===== src/rtl/qacc_pkg.sv =====
package qacc_pkg;
  typedef enum logic [1:0] {
    QC_POLL   = 2'd0,
    QC_DIRECT = 2'd1,
    QC_ACCUM  = 2'd2,
    QC_POLL2  = 2'd3
  } qc_mode_e;
endpackage


===== src/rtl/qc_src_merge.sv =====
module qc_src_merge #(
  parameter int NUM_SRC = 4,
  parameter int OUT_W   = 3
) (
  input  logic [NUM_SRC-1:0] push_i,
  output logic [OUT_W-1:0]   add_o
);
  always_comb begin
    add_o = '0;
    for (int i = 0; i < NUM_SRC; i++) begin
      add_o = add_o + OUT_W'(push_i[i]);
    end
  end
endmodule


===== src/rtl/qc_pend_count.sv =====
module qc_pend_count #(
  parameter int CNT_W = 8,
  parameter int ADD_W = 3
) (
  input  logic             clk,
  input  logic             rst,
  input  logic [ADD_W-1:0] add_i,
  input  logic             ack_i,
  input  logic [CNT_W-1:0] ack_cnt_i,
  output logic [CNT_W-1:0] cnt_q,
  output logic [CNT_W-1:0] cnt_nxt,
  output logic             ovf_q
);
  localparam int SUM_W = ((CNT_W > ADD_W) ? CNT_W : ADD_W) + 1;
  localparam logic [SUM_W-1:0] CNT_MAX = SUM_W'({CNT_W{1'b1}});

  logic [CNT_W-1:0] sub;
  logic [SUM_W-1:0] sum;
  logic             sat;

  always_comb begin
    sub = '0;
    if (ack_i) sub = (ack_cnt_i > cnt_q) ? cnt_q : ack_cnt_i;
    sum = SUM_W'(cnt_q - sub) + SUM_W'(add_i);
    sat = (sum > CNT_MAX);
    cnt_nxt = sat ? CNT_MAX[CNT_W-1:0] : sum[CNT_W-1:0];
  end

  always_ff @(posedge clk) begin
    if (rst) begin
      cnt_q <= '0;
      ovf_q <= 1'b0;
    end else begin
      cnt_q <= cnt_nxt;
      if (sat) ovf_q <= 1'b1;
    end
  end
endmodule


===== src/rtl/qc_timer.sv =====
module qc_timer #(
  parameter int TMR_W = 16
) (
  input  logic             clk,
  input  logic             rst,
  input  logic             run_i,
  input  logic             clr_i,
  input  logic [TMR_W-1:0] limit_i,
  output logic             hit_o
);
  logic [TMR_W-1:0] t_q;

  assign hit_o = run_i && (t_q >= limit_i - TMR_W'(1));

  always_ff @(posedge clk) begin
    if (rst || !run_i || clr_i) t_q <= '0;
    else                        t_q <= t_q + TMR_W'(1);
  end
endmodule


===== src/rtl/qc_irq_gen.sv =====
module qc_irq_gen
  import qacc_pkg::*;
#(
  parameter int CNT_W = 8
) (
  input  logic             clk,
  input  logic             rst,
  input  qc_mode_e         mode_i,
  input  logic             any_push_i,
  input  logic [CNT_W-1:0] cnt_nxt_i,
  input  logic [CNT_W-1:0] wm_i,
  input  logic             hit_i,
  input  logic             ack_i,
  output logic             set_o,
  output logic             irq_q
);
  always_comb begin
    unique case (mode_i)
      QC_DIRECT: set_o = any_push_i;
      QC_ACCUM:  set_o = (cnt_nxt_i >= wm_i) || hit_i;
      default:   set_o = 1'b0;
    endcase
  end

  always_ff @(posedge clk) begin
    if (rst) irq_q <= 1'b0;
    else     irq_q <= set_o || (irq_q && !ack_i);
  end
endmodule


===== src/rtl/qacc_irq_coalescer.sv =====
module qacc_irq_coalescer
  import qacc_pkg::*;
#(
  parameter int NUM_SRC = 4,
  parameter int CNT_W   = 8,
  parameter int TMR_W   = 16
) (
  input  logic               clk,
  input  logic               rst,
  input  logic [NUM_SRC-1:0] push_i,
  input  logic [1:0]         mode_i,
  input  logic [CNT_W-1:0]   wmark_i,
  input  logic [TMR_W-1:0]   tmo_i,
  input  logic               ack_i,
  input  logic [CNT_W-1:0]   ack_cnt_i,
  output logic               irq_o,
  output logic [CNT_W-1:0]   pend_o,
  output logic               ovf_o
);
  localparam int ADD_W = $clog2(NUM_SRC + 1);

  qc_mode_e         mode;
  logic [ADD_W-1:0] add;
  logic [CNT_W-1:0] cnt_q, cnt_nxt, wm_eff;
  logic [TMR_W-1:0] to_eff;
  logic             run, hit, set, irq_q;

  assign mode   = qc_mode_e'(mode_i);
  assign wm_eff = (wmark_i == '0) ? CNT_W'(1) : wmark_i;
  assign to_eff = (tmo_i == '0) ? TMR_W'(1) : tmo_i;
  assign run    = (mode == QC_ACCUM) && (cnt_q != '0) && !irq_q;

  qc_src_merge #(.NUM_SRC(NUM_SRC), .OUT_W(ADD_W)) u_merge (
    .push_i (push_i),
    .add_o  (add)
  );

  qc_pend_count #(.CNT_W(CNT_W), .ADD_W(ADD_W)) u_count (
    .clk       (clk),
    .rst       (rst),
    .add_i     (add),
    .ack_i     (ack_i),
    .ack_cnt_i (ack_cnt_i),
    .cnt_q     (cnt_q),
    .cnt_nxt   (cnt_nxt),
    .ovf_q     (ovf_o)
  );

  qc_timer #(.TMR_W(TMR_W)) u_timer (
    .clk     (clk),
    .rst     (rst),
    .run_i   (run),
    .clr_i   (set),
    .limit_i (to_eff),
    .hit_o   (hit)
  );

  qc_irq_gen #(.CNT_W(CNT_W)) u_irq (
    .clk        (clk),
    .rst        (rst),
    .mode_i     (mode),
    .any_push_i (add != '0),
    .cnt_nxt_i  (cnt_nxt),
    .wm_i       (wm_eff),
    .hit_i      (hit),
    .ack_i      (ack_i),
    .set_o      (set),
    .irq_q      (irq_q)
  );

  assign irq_o  = irq_q;
  assign pend_o = cnt_q;
endmodule


===== config.mk =====
export PLATFORM = sky130hd
export DESIGN_NAME = qacc_irq_coalescer
export DESIGN_NICKNAME = d
export VERILOG_FILES = /design/src/rtl/qacc_pkg.sv /design/src/rtl/qc_src_merge.sv /design/src/rtl/qc_pend_count.sv /design/src/rtl/qc_timer.sv /design/src/rtl/qc_irq_gen.sv /design/src/rtl/qacc_irq_coalescer.sv
export SDC_FILE = /design/constraint.sdc
export NUM_CORES = 1
export LEC_CHECK = 0
export BUFFER_PORTS_ARGS = -buffer_cell sky130_fd_sc_hd__buf_2
export CAP_MARGIN = 10
export CORE_ASPECT_RATIO = 1.5
export CORE_MARGIN = 1.5
export CORE_UTILIZATION = 45
export CTS_CLUSTER_DIAMETER = 200
export DETAILED_ROUTE_END_ITERATION = 10
export PLACE_DENSITY = 0.67
export SLEW_MARGIN = 20
export SYNTH_ARGS = -nofsm -noshare
export SYNTH_HDL_FRONTEND = slang
export SYNTH_SLANG_ARGS = --single-unit

===== constraint.sdc =====
create_clock -name clk -period 7.9 [get_ports clk]
set_input_delay 1.185 -clock clk [delete_from_list [all_inputs] [get_ports clk]]
set_output_delay 1.185 -clock clk [all_outputs]
set_load 0.02 [all_outputs]

==> results of run 1 <==
## final cells by class
| cell class | instances | area (µm²) |
|---|---|---|
| repair buffers | 50 | 250 |
| inverters | 43 | 161 |
| fillers | 640 | 2930 |
| clock buffers | 3 | 41.3 |
| well taps | 74 | 92.6 |
| flip-flops and latches | 26 | 520 |
| multi-input cells | 278 | 2140 |
## power groups by stage
stage	Combinational [µW]	Sequential (µW)	Clock (µW)
after global placement	910	196	0
after floorplan	691	217	0
final	934	194	75.6
after detailed placement	923	198	0
after CTS	932	194	76.5
after global routing	1060	198	82.4
## cell usage after synthesis, drive strengths merged, types with 3 or more instances
| cell | n |
|---|---|
| xor2 | 14 |
| nor3 | 21 |
| or4 | 4 |
| nand2 | 18 |
| nand3 | 16 |
| o21ai | 16 |
| a31oi | 4 |
| a211oi | 5 |
| o21a | 4 |
| a21o | 8 |
| clkbuf | 5 |
| nand3b | 3 |
| fa | 4 |
| xnor2 | 17 |
| nor2 | 17 |
| nand2b | 3 |
| nor4 | 7 |
| inv | 42 |
| a21oi | 21 |
| o31ai | 3 |
| nor2b | 4 |
| ha | 52 |
| nand4 | 8 |
| dfxtp | 26 |
## registers in the layout, indices dropped and copies added (netlist names)
name	count
u_irq.irq_q	1
u_count.ovf_q	1
u_count.cnt_q	8
u_timer.t_q	16
## placed cells by master (no fill, tap or decap), types with 2 or more instances in the layout
| master | count |
|---|---|
| ha_1 | 52 |
| buf_2 | 50 |
| inv_1 | 42 |
| dfxtp_1 | 26 |
| a21oi_1 | 21 |
| nor3_1 | 21 |
| nand2_1 | 18 |
| nor2_1 | 17 |
| xnor2_1 | 17 |
| nand3_1 | 16 |
| xor2_1 | 14 |
| o21ai_0 | 13 |
| nand4_1 | 8 |
| a21o_1 | 8 |
| nor4_1 | 6 |
| a211oi_1 | 5 |
| nor2b_1 | 4 |
| or4_1 | 4 |
| o21a_1 | 4 |
| a31oi_1 | 4 |
| fa_1 | 4 |
| o21ai_1 | 3 |
| nand3b_1 | 3 |
| o31ai_1 | 3 |
| nand2b_1 | 3 |
| clkbuf_8 | 3 |
| or3_1 | 2 |
| o221ai_1 | 2 |
| and2_1 | 2 |
| and3_1 | 2 |
| nor3b_1 | 2 |
| and4_1 | 2 |
| a2111oi_0 | 2 |
| o311a_1 | 2 |
| a311oi_1 | 2 |
## metrics by stage
step | instance area [µm²] | hold WS (ps) | cells | setup WS [ps] | util
after floorplan | 2840 | 477 | 353 | 2010 | -
after CTS | 3200 | 473 | 474 | 1310 | 0.522
after detailed placement | 3160 | 460 | 471 | 1030 | 0.516
after global routing | 3200 | 501 | 474 | 429 | 0.522
after global placement | 3160 | 461 | 471 | 1180 | 0.516
final | 3200 | 464 | 474 | 1310 | 0.522
## worst reg2reg max path: stages (launching register included)
cell      delay [ps]
dfxtp_1          430
inv_1             70
ha_1             320
nand4_1          220
a211oi_1         660
o21ai_0          160
a21oi_1          210
fa_1             440
inv_1            110
fa_1             250
a21oi_1          120
o221ai_1         250
a21oi_1          130
xnor2_1          710
nand2_1          120
ha_1             350
a211oi_1         240
nor3_1            90
a311oi_1         280
nand3_1          510
nor3b_1          340
## routing by layer
metal / GRT usage / vias to the layer above
met4: 0.0815 / 0
li1: - / 1375
met5: 0 / -
met1: 0.205 / 1241
met3: 0.0112 / 16
met2: 0.431 / 68
## how the worst max path moves through the flow
| stage | slack, ps | start | end |
|---|---|---|---|
| floorplan | 2010 | ack_cnt_i[7] | u_timer.t_q[10] |
| CTS | 1310 | ack_cnt_i[6] | u_timer.t_q[1] |
| global route | 430 | ack_cnt_i[6] | u_timer.t_q[11] |
| detailed placement | 1030 | ack_cnt_i[6] | u_timer.t_q[9] |
| global placement | 1180 | ack_cnt_i[7] | u_timer.t_q[10] |
| finish | 1310 | ack_cnt_i[7] | u_timer.t_q[1] |
## logic make-up (layout without fill, tap and decap cells)
kind of cell             after synthesis  count (layout)  synth area share
buffers and inverters                 49              96            0.0651
AO/OA/AOI/OAI                         75              75             0.178
AND/OR/NAND/NOR                      116             116             0.221
adder cells (fa/ha/maj)               56              56             0.257
flip-flops                            26              26             0.183
XOR/XNOR                              31              31            0.0955
==> impl_metrics.toml, run 1 <==
[drt]
vias = 2700
dr.pass1.iters = 4
ant_nets = 0
drt-total-wl_um = 6760
highest_layer = "met4"
dr_wl_met3_um = 193
vias_per_cell = 5.70
met1Wirelength_um = 2560
drc = 0
drt_iter0_drc = 59
met2_length_um = 3790
wl_per_cell_um = 14.3

[synth]
synth_fp_nets = 450
syn_inst = 353
synthTopCellsByArea = "ha_1 (23%), dfxtp_1 (18%), inv_1 (5.5%)"
yosysUniqueCellTypes = 48
async_flop_share = 0
synth_edf_count = 0
netlist_area_um2 = 2840
ys.flop_type = "dfxtp_1"
synth_top_area_frac = 0.229
synth.avg_cell_area_um2 = 8.05
ys_ff_latch = 26
ys_seq_area_frac = 0.183
synth_area_leader_cell = "ha_1"
ys_warn_count = 0

[final_layout]
layout-drive-gt1-share = 0.145
nets = 499
layout-area-overhead-vs-synth_pct = 12.7
antenna_cells = 0

[global_routing]
grt_pass1_wl_um = 11100
grt_max_degree = 18
antenna_found_initial = 0
grt_pass1_vias = 2568
grtUsageTotal = 0.210
overflow = 0

[pwr]
p_seq_frac = 0.161
switching_share = 0.516
powerDensity_nw_per_um2 = 376
pwr-share-clk = 0.063
power.total_uw = 1200
leakage_uw = 0.00145
peakVddDrop_mv = 0.176
power.switching_uw = 621
p_int_uw = 583
combPwrFrac = 0.776

[placement]
portBuffers = 50
dp_hpwl_um = 5850
gp_congestion = 0.860

[hold_path]
worstHoldEndpoint = "u_count.ovf_q"
hold_path_class = "reg -> reg"
whs_path_depth = 2
hold_start = "u_count.ovf_q"

[die]
dieArea_um2 = 6810
rows = 35
initial_core_util = 0.464
die_w_um = 67.9
fp.dieH_um = 100
core_area_um2 = 6130
io_pins = 51

[clocking]
cts_made_buffers = 3
cts_hold_buf = 0
clkSinkCount = 26
clk_latency_ps = 270
cts-root-buf = "clkbuf_8"
htree_levels = 1
cts_resized = 0
clk_path_buf_depth = 2
post_cts_buffers = 0
path_clk_slew_ps = 90
cts_tree = "built"

[critical_path]
worst_path_most_repeated_cell = "a21oi_1"
crit_required_ps = 8080
crit_type = "in -> reg"
arrival_ps = 6770
max_stage_delay_ps = 700
path_buf_inv = 2
path_max_fanout = 16
rr_endpoint = "u_timer.t_q[1]"
path_cells = "buf_2, ha_1, nand4_1, nor2_1, a211oi_1, o21ai_0, a21oi_1, fa_1, inv_1, fa_1, a21oi_1, o221ai_1, a21oi_1, xnor2_1, nand2_1, ha_1, a211oi_1, nor3_1, a311oi_1, nand3_1, nor3b_1"
crit_family = "compound AO/OA/AOI/OAI gates"
path_depth = 21
startpoint_type = "primary input"
reg2reg_slack_ps = 1830
cp-end-kind = "flop"
cpMaxStageDelayCell = "xnor2_1"
r2r_cells = 20
r2r_start = "u_count.cnt_q[7]"

[sta]
tns_ps = 0
slew_violations = 0
fin_crit_ps = 6590
rsz0062_at_grt = "false"
hold_violations = 0
clock.fmax_mhz = 152
max-slew-margin-rel = 0.408
worstMarginPinSlew_ps = 881
post-route-period-util = 0.834
finalSetupViolCount = 0
skew_ps = 6.42

[run_status]
status = "completed"

[flow_run]
drv_cap = 0
Note: power is estimated with default switching activity, not from simulation.
==> run 2, diff against run 1 <==
PLACE_DENSITY = 0.69   (was 0.67)
clock period = 6 ns   (was 7.9 ns; I/O delays follow)
==> run 2 against run 1 <==
Compared with the run above: clock power rose by 34%; non-clock buffer count rose by 5; via count fell by 1.6%; worst hold slack improved by 6.5 ps; count of clock-buffer cells in the layout did not move; core utilization rose by 1.0 points.
==> impl_metrics.toml, run 2 (synthesis gave the netlist of run 1 again) <==
[drt]
dr.pass1.iters = 5
ant_nets = 0
drt-total-wl_um = 6540
wl_per_cell_um = 13.7
drt_iter0_drc = 74
vias_per_cell = 5.54
vias = 2656
drc = 0

[final_layout]
top_regs = "u_timer.t_q: 16 flops, u_count.cnt_q: 8 flops"
layout-drive-gt1-share = 0.163
largest_reg_flops = 16
nets = 504
final_common_cell = "ha_1"
layout_common_cells = "ha_1 (52), buf_2 (50), inv_1 (42), dfxtp_1 (26), nor3_1 (21)"
layout-area-overhead-vs-synth_pct = 14.9
antenna_cells = 0
top_register = "u_timer.t_q"

[hold_path]
hold_path_class = "reg -> reg"

[clocking]
cts_made_buffers = 3
clkSinkCount = 26
cts_tree = "built"
clk_path_buf_depth = 2
clk_latency_ps = 280
htree_levels = 1
cts-root-buf = "clkbuf_8"
path_clk_slew_ps = 90
post_cts_buffers = 0
cts_hold_buf = 0

[die]
rows = 35
io_pins = 51
dieArea_um2 = 6810
die_w_um = 67.9
initial_core_util = 0.464
fp.dieH_um = 100
core_area_um2 = 6130

[pwr]
combPwrFrac = 0.782
p_seq_frac = 0.156
leakage_uw = 0.00149
pwr-share-clk = 0.062
switching_share = 0.504
powerDensity_nw_per_um2 = 495
peakVddDrop_mv = 0.238
power.switching_uw = 814
power.total_uw = 1620
p_int_uw = 802

[critical_path]
path_max_fanout = 16
arrival_ps = 5720
crit_required_ps = 6200
startpoint_type = "primary input"
crit_type = "in -> reg"
cp-end-kind = "flop"

[sta]
clock.fmax_mhz = 181
skew_ps = 6.21
hold_violations = 0
fin_crit_ps = 5530
slew_violations = 0
post-route-period-util = 0.921
worstMarginPinSlew_ps = 658
tns_ps = 0
finalSetupViolCount = 0
max-slew-margin-rel = 0.560
rsz0062_at_grt = "false"

[placement]
dp_hpwl_um = 5690
portBuffers = 50
gp_congestion = 0.840

[run_status]
status = "completed"

[global_routing]
antenna_found_initial = 0
grtUsageTotal = 0.208
grt_pass1_vias = 2622
overflow = 0
grt_pass1_wl_um = 11100
grt_max_degree = 17

[flow_run]
drv_cap = 0
-- run 2: through the flow --
stage / cells / worst slack, ps / utilization / hold WS [ps] / area, µm²
after global placement: 476 / 116 / 0.524 / 460 / 3210
after detailed placement: 476 / 7.17 / 0.524 / 463 / 3210
final: 479 / 474 / 0.533 / 470 / 3270
after floorplan: 353 / 396 / - / 477 / 2840
after CTS: 479 / 284 / 0.531 / 477 / 3250
after global routing: 479 / 35.5 / 0.533 / 507 / 3270
-- run 2: power groups by stage --
stage	sequential (µW)	clock [µW]	combinational [µW]
global placement	256	0	1210
global route	257	110	1440
floorplan	285	0	910
CTS	252	103	1260
finish	251	101	1260
detailed placement	257	0	1250
-- run 2: final timing paths --
kind / slack, ps / startpoint / endpoint / depth (start not counted)
worst max-delay path: 470 / ack_cnt_i[7] / u_timer.t_q[1] / 23
worst min register to register: 470 / u_count.ovf_q / u_count.ovf_q / 2
worst max register to register: 730 / u_count.cnt_q[7] / u_timer.t_q[1] / 23
worst min-delay path: 470 / u_count.ovf_q / u_count.ovf_q / 2
-- run 2: timing repair --
action	in CTS	in global routing
gates resized for setup	0	3
endpoints found under the setup margin	0	16
hold endpoints to repair	0	0
-- run 2: final cells by class --
cell class	count	area [µm²]
clock buffers	3	41.3
fillers	606	2870
inverters	43	161
multi-input cells	278	2150
flip-flops and latches	26	520
well taps	74	92.6
repair buffers	55	300
-- run 2: layer usage --
layer  share of wire  wire, µm  global-route usage
met1            0.39      2540               0.206
met2            0.56      3670               0.425
met3           0.026       168              0.0123
met4           0.024       160              0.0754
met5               0         0                   0
-- run 2: critical path: stages --
cell,delay [ps]
buf_2,110
ha_1,330
nand4_1,190
nor2_1,120
a211o_1,360
nand3_1,140
a21oi_1,90
fa_1,500
inv_1,70
fa_1,500
a21oi_2,190
o221ai_1,170
a21oi_1,200
xnor2_1,130
buf_4,190
nand2_1,70
ha_1,300
a211oi_1,270
nor3_1,110
a311oi_2,260
nand3_1,170
buf_12,180
nor3b_1,170
==> run 3, diff against run 2 <==
CORE_UTILIZATION = 52   (was 45)
PLACE_DENSITY = 0.78   (was 0.69)
==> run 3 against run 2 <==
Compared with the run above: power up 1.5%; sequential cell count stayed put; routed wire length is 0.44% lower; sequential power hardly changed; non-clock buffer count is the same; via count grew 2.6%; die area fell by 13%; critical endpoint is now u_timer.t_q[13]; clock skew hardly changed.
==> impl_metrics.toml, run 3 (synthesis gave the netlist of run 1 again) <==
[final_layout]
final_common_cell = "ha_1"
final_cells = 474
layout-area-overhead-vs-synth_pct = 14.7
design_area_um2 = 3260
layout_common_cells = "ha_1 (52), buf_2 (50), inv_1 (42), dfxtp_1 (26), nor3_1 (21)"
nets = 504
antenna_cells = 0
fillers = 495
layout-drive-gt1-share = 0.165
largest_reg_flops = 16
top_regs = "u_timer.t_q: 16 flops, u_count.cnt_q: 8 flops"
top_register = "u_timer.t_q"

[critical_path]
rr_endpoint = "u_timer.t_q[13]"
crit_required_ps = 6190
arrival_ps = 5740
crit_type = "in -> reg"
cp-end-kind = "flop"
path_max_fanout = 16
startpoint_type = "primary input"
r2r_cells = 22
r2r_start = "u_count.cnt_q[7]"
cp-startpoint = "ack_cnt_i[7]"
reg2reg_slack_ps = 690

[global_routing]
grtUsageTotal = 0.233
antenna_found_initial = 0
overflow = 0
grt_pass1_vias = 2801
grt_max_degree = 17
grt_pass1_wl_um = 11400

[die]
core_area_um2 = 5200
rows = 32
fp.dieH_um = 93.6
io_pins = 51
die_w_um = 63.4
initial_core_util = 0.546
dieArea_um2 = 5930

[sta]
worst_hold_slack_ps = 469
rsz0062_at_grt = "false"
hold_violations = 0
worstMarginPinSlew_ps = 623
post-route-period-util = 0.925
slew_violations = 0
max-slew-margin-rel = 0.584
clock.fmax_mhz = 180
fin_crit_ps = 5550
tns_ps = 0
skew_ps = 5.94
worst_slack_ps = 452
finalSetupViolCount = 0

[drt]
ant_nets = 0
highest_layer = "met4"
vias_per_cell = 5.75
drc = 0
drt-total-wl_um = 6510
met2_length_um = 3690
dr.pass1.iters = 4
met1Wirelength_um = 2450
wl_per_cell_um = 13.7
drt_iter0_drc = 49
vias = 2725
dr_wl_met3_um = 141

[clocking]
clk_path_buf_depth = 2
clk_latency_ps = 270
path_clk_slew_ps = 90
cts_made_buffers = 3
cts_hold_buf = 0
cts-root-buf = "clkbuf_8"
htree_levels = 1
cts_tree = "built"
clkSinkCount = 26

[hold_path]
hold_path_class = "reg -> reg"
hold_start = "u_count.ovf_q"
worstHoldEndpoint = "u_count.ovf_q"
whs_path_depth = 2

[pwr]
leakage_uw = 0.00149
powerDensity_nw_per_um2 = 503
peakVddDrop_mv = 0.182

[placement]
pre_cts_ws_ps = 41.2
dpl-instance-area_um2 = 3190
portBuffers = 50
dp_hpwl_um = 5600
place_inst = 470
gp_congestion = 0.856

[run_status]
status = "completed"

[flow_run]
drv_cap = 0
[run 3: cell count changes in the layout (fill, tap and decap cells not counted), sizes merged]
cell	before	now
clkbuf	3	4
[run 3: layout make-up]
class	count	area, µm²	area share
clock buffers	4	55.1	0.0169
inverters	43	161	0.0495
multi-input cells	278	2150	0.660
flip-flops and latches	26	520	0.160
well taps	68	85.1	0.0261
repair buffers	55	288	0.0883
[run 3: through the flow]
step	util	total power [µW]
floorplan	-	1200
global placement	0.613	1460
detailed placement	0.613	1500
CTS	0.624	1610
global route	0.626	1820
finish	0.626	1640
[run 3: worst max-delay path: stages]
cell	delay (ps)
buf_2	110
ha_1	320
nand2_1	60
o21ai_0	290
nor2b_1	440
o21ai_0	170
a21oi_1	200
fa_1	440
inv_1	70
ha_1	280
a21oi_1	220
o221ai_1	210
a21oi_2	220
xnor2_2	150
and2_1	210
ha_1	290
nand2b_1	140
a2111oi_0	350
or4_1	200
nand3_1	80
buf_4	200
nor3_1	200
[run 3: worst max path at each step]
| stage | depth (start not counted) | slack, ps | end |
|---|---|---|---|
| detailed placement | 22 | 40 | u_timer.t_q[13] |
| floorplan | 21 | 400 | u_timer.t_q[10] |
| CTS | 22 | 310 | u_timer.t_q[13] |
| global route | 23 | 20 | u_timer.t_q[13] |
| finish | 22 | 450 | u_timer.t_q[13] |
| global placement | 23 | 240 | u_timer.t_q[1] |
[run 3: timing repair]
action,CTS,global route
setup buffers,0,0
setup endpoints to repair,0,16
resized for setup,0,3
[run 3: power by group]
group	switching (µW)	leakage, µW	total [µW]	internal [µW]
logic	724	0.00125	1280	553
registers	40.4	0.000213	251	211
clock network	53.8	0.0000288	112	58.6
[run 3: routing by layer]
| metal | global-route usage | vias up |
|---|---|---|
| met5 | 0 | - |
| met4 | 0.0906 | 0 |
| met3 | 0.0156 | 22 |
| met2 | 0.489 | 72 |
| met1 | 0.225 | 1251 |
| li1 | - | 1380 |
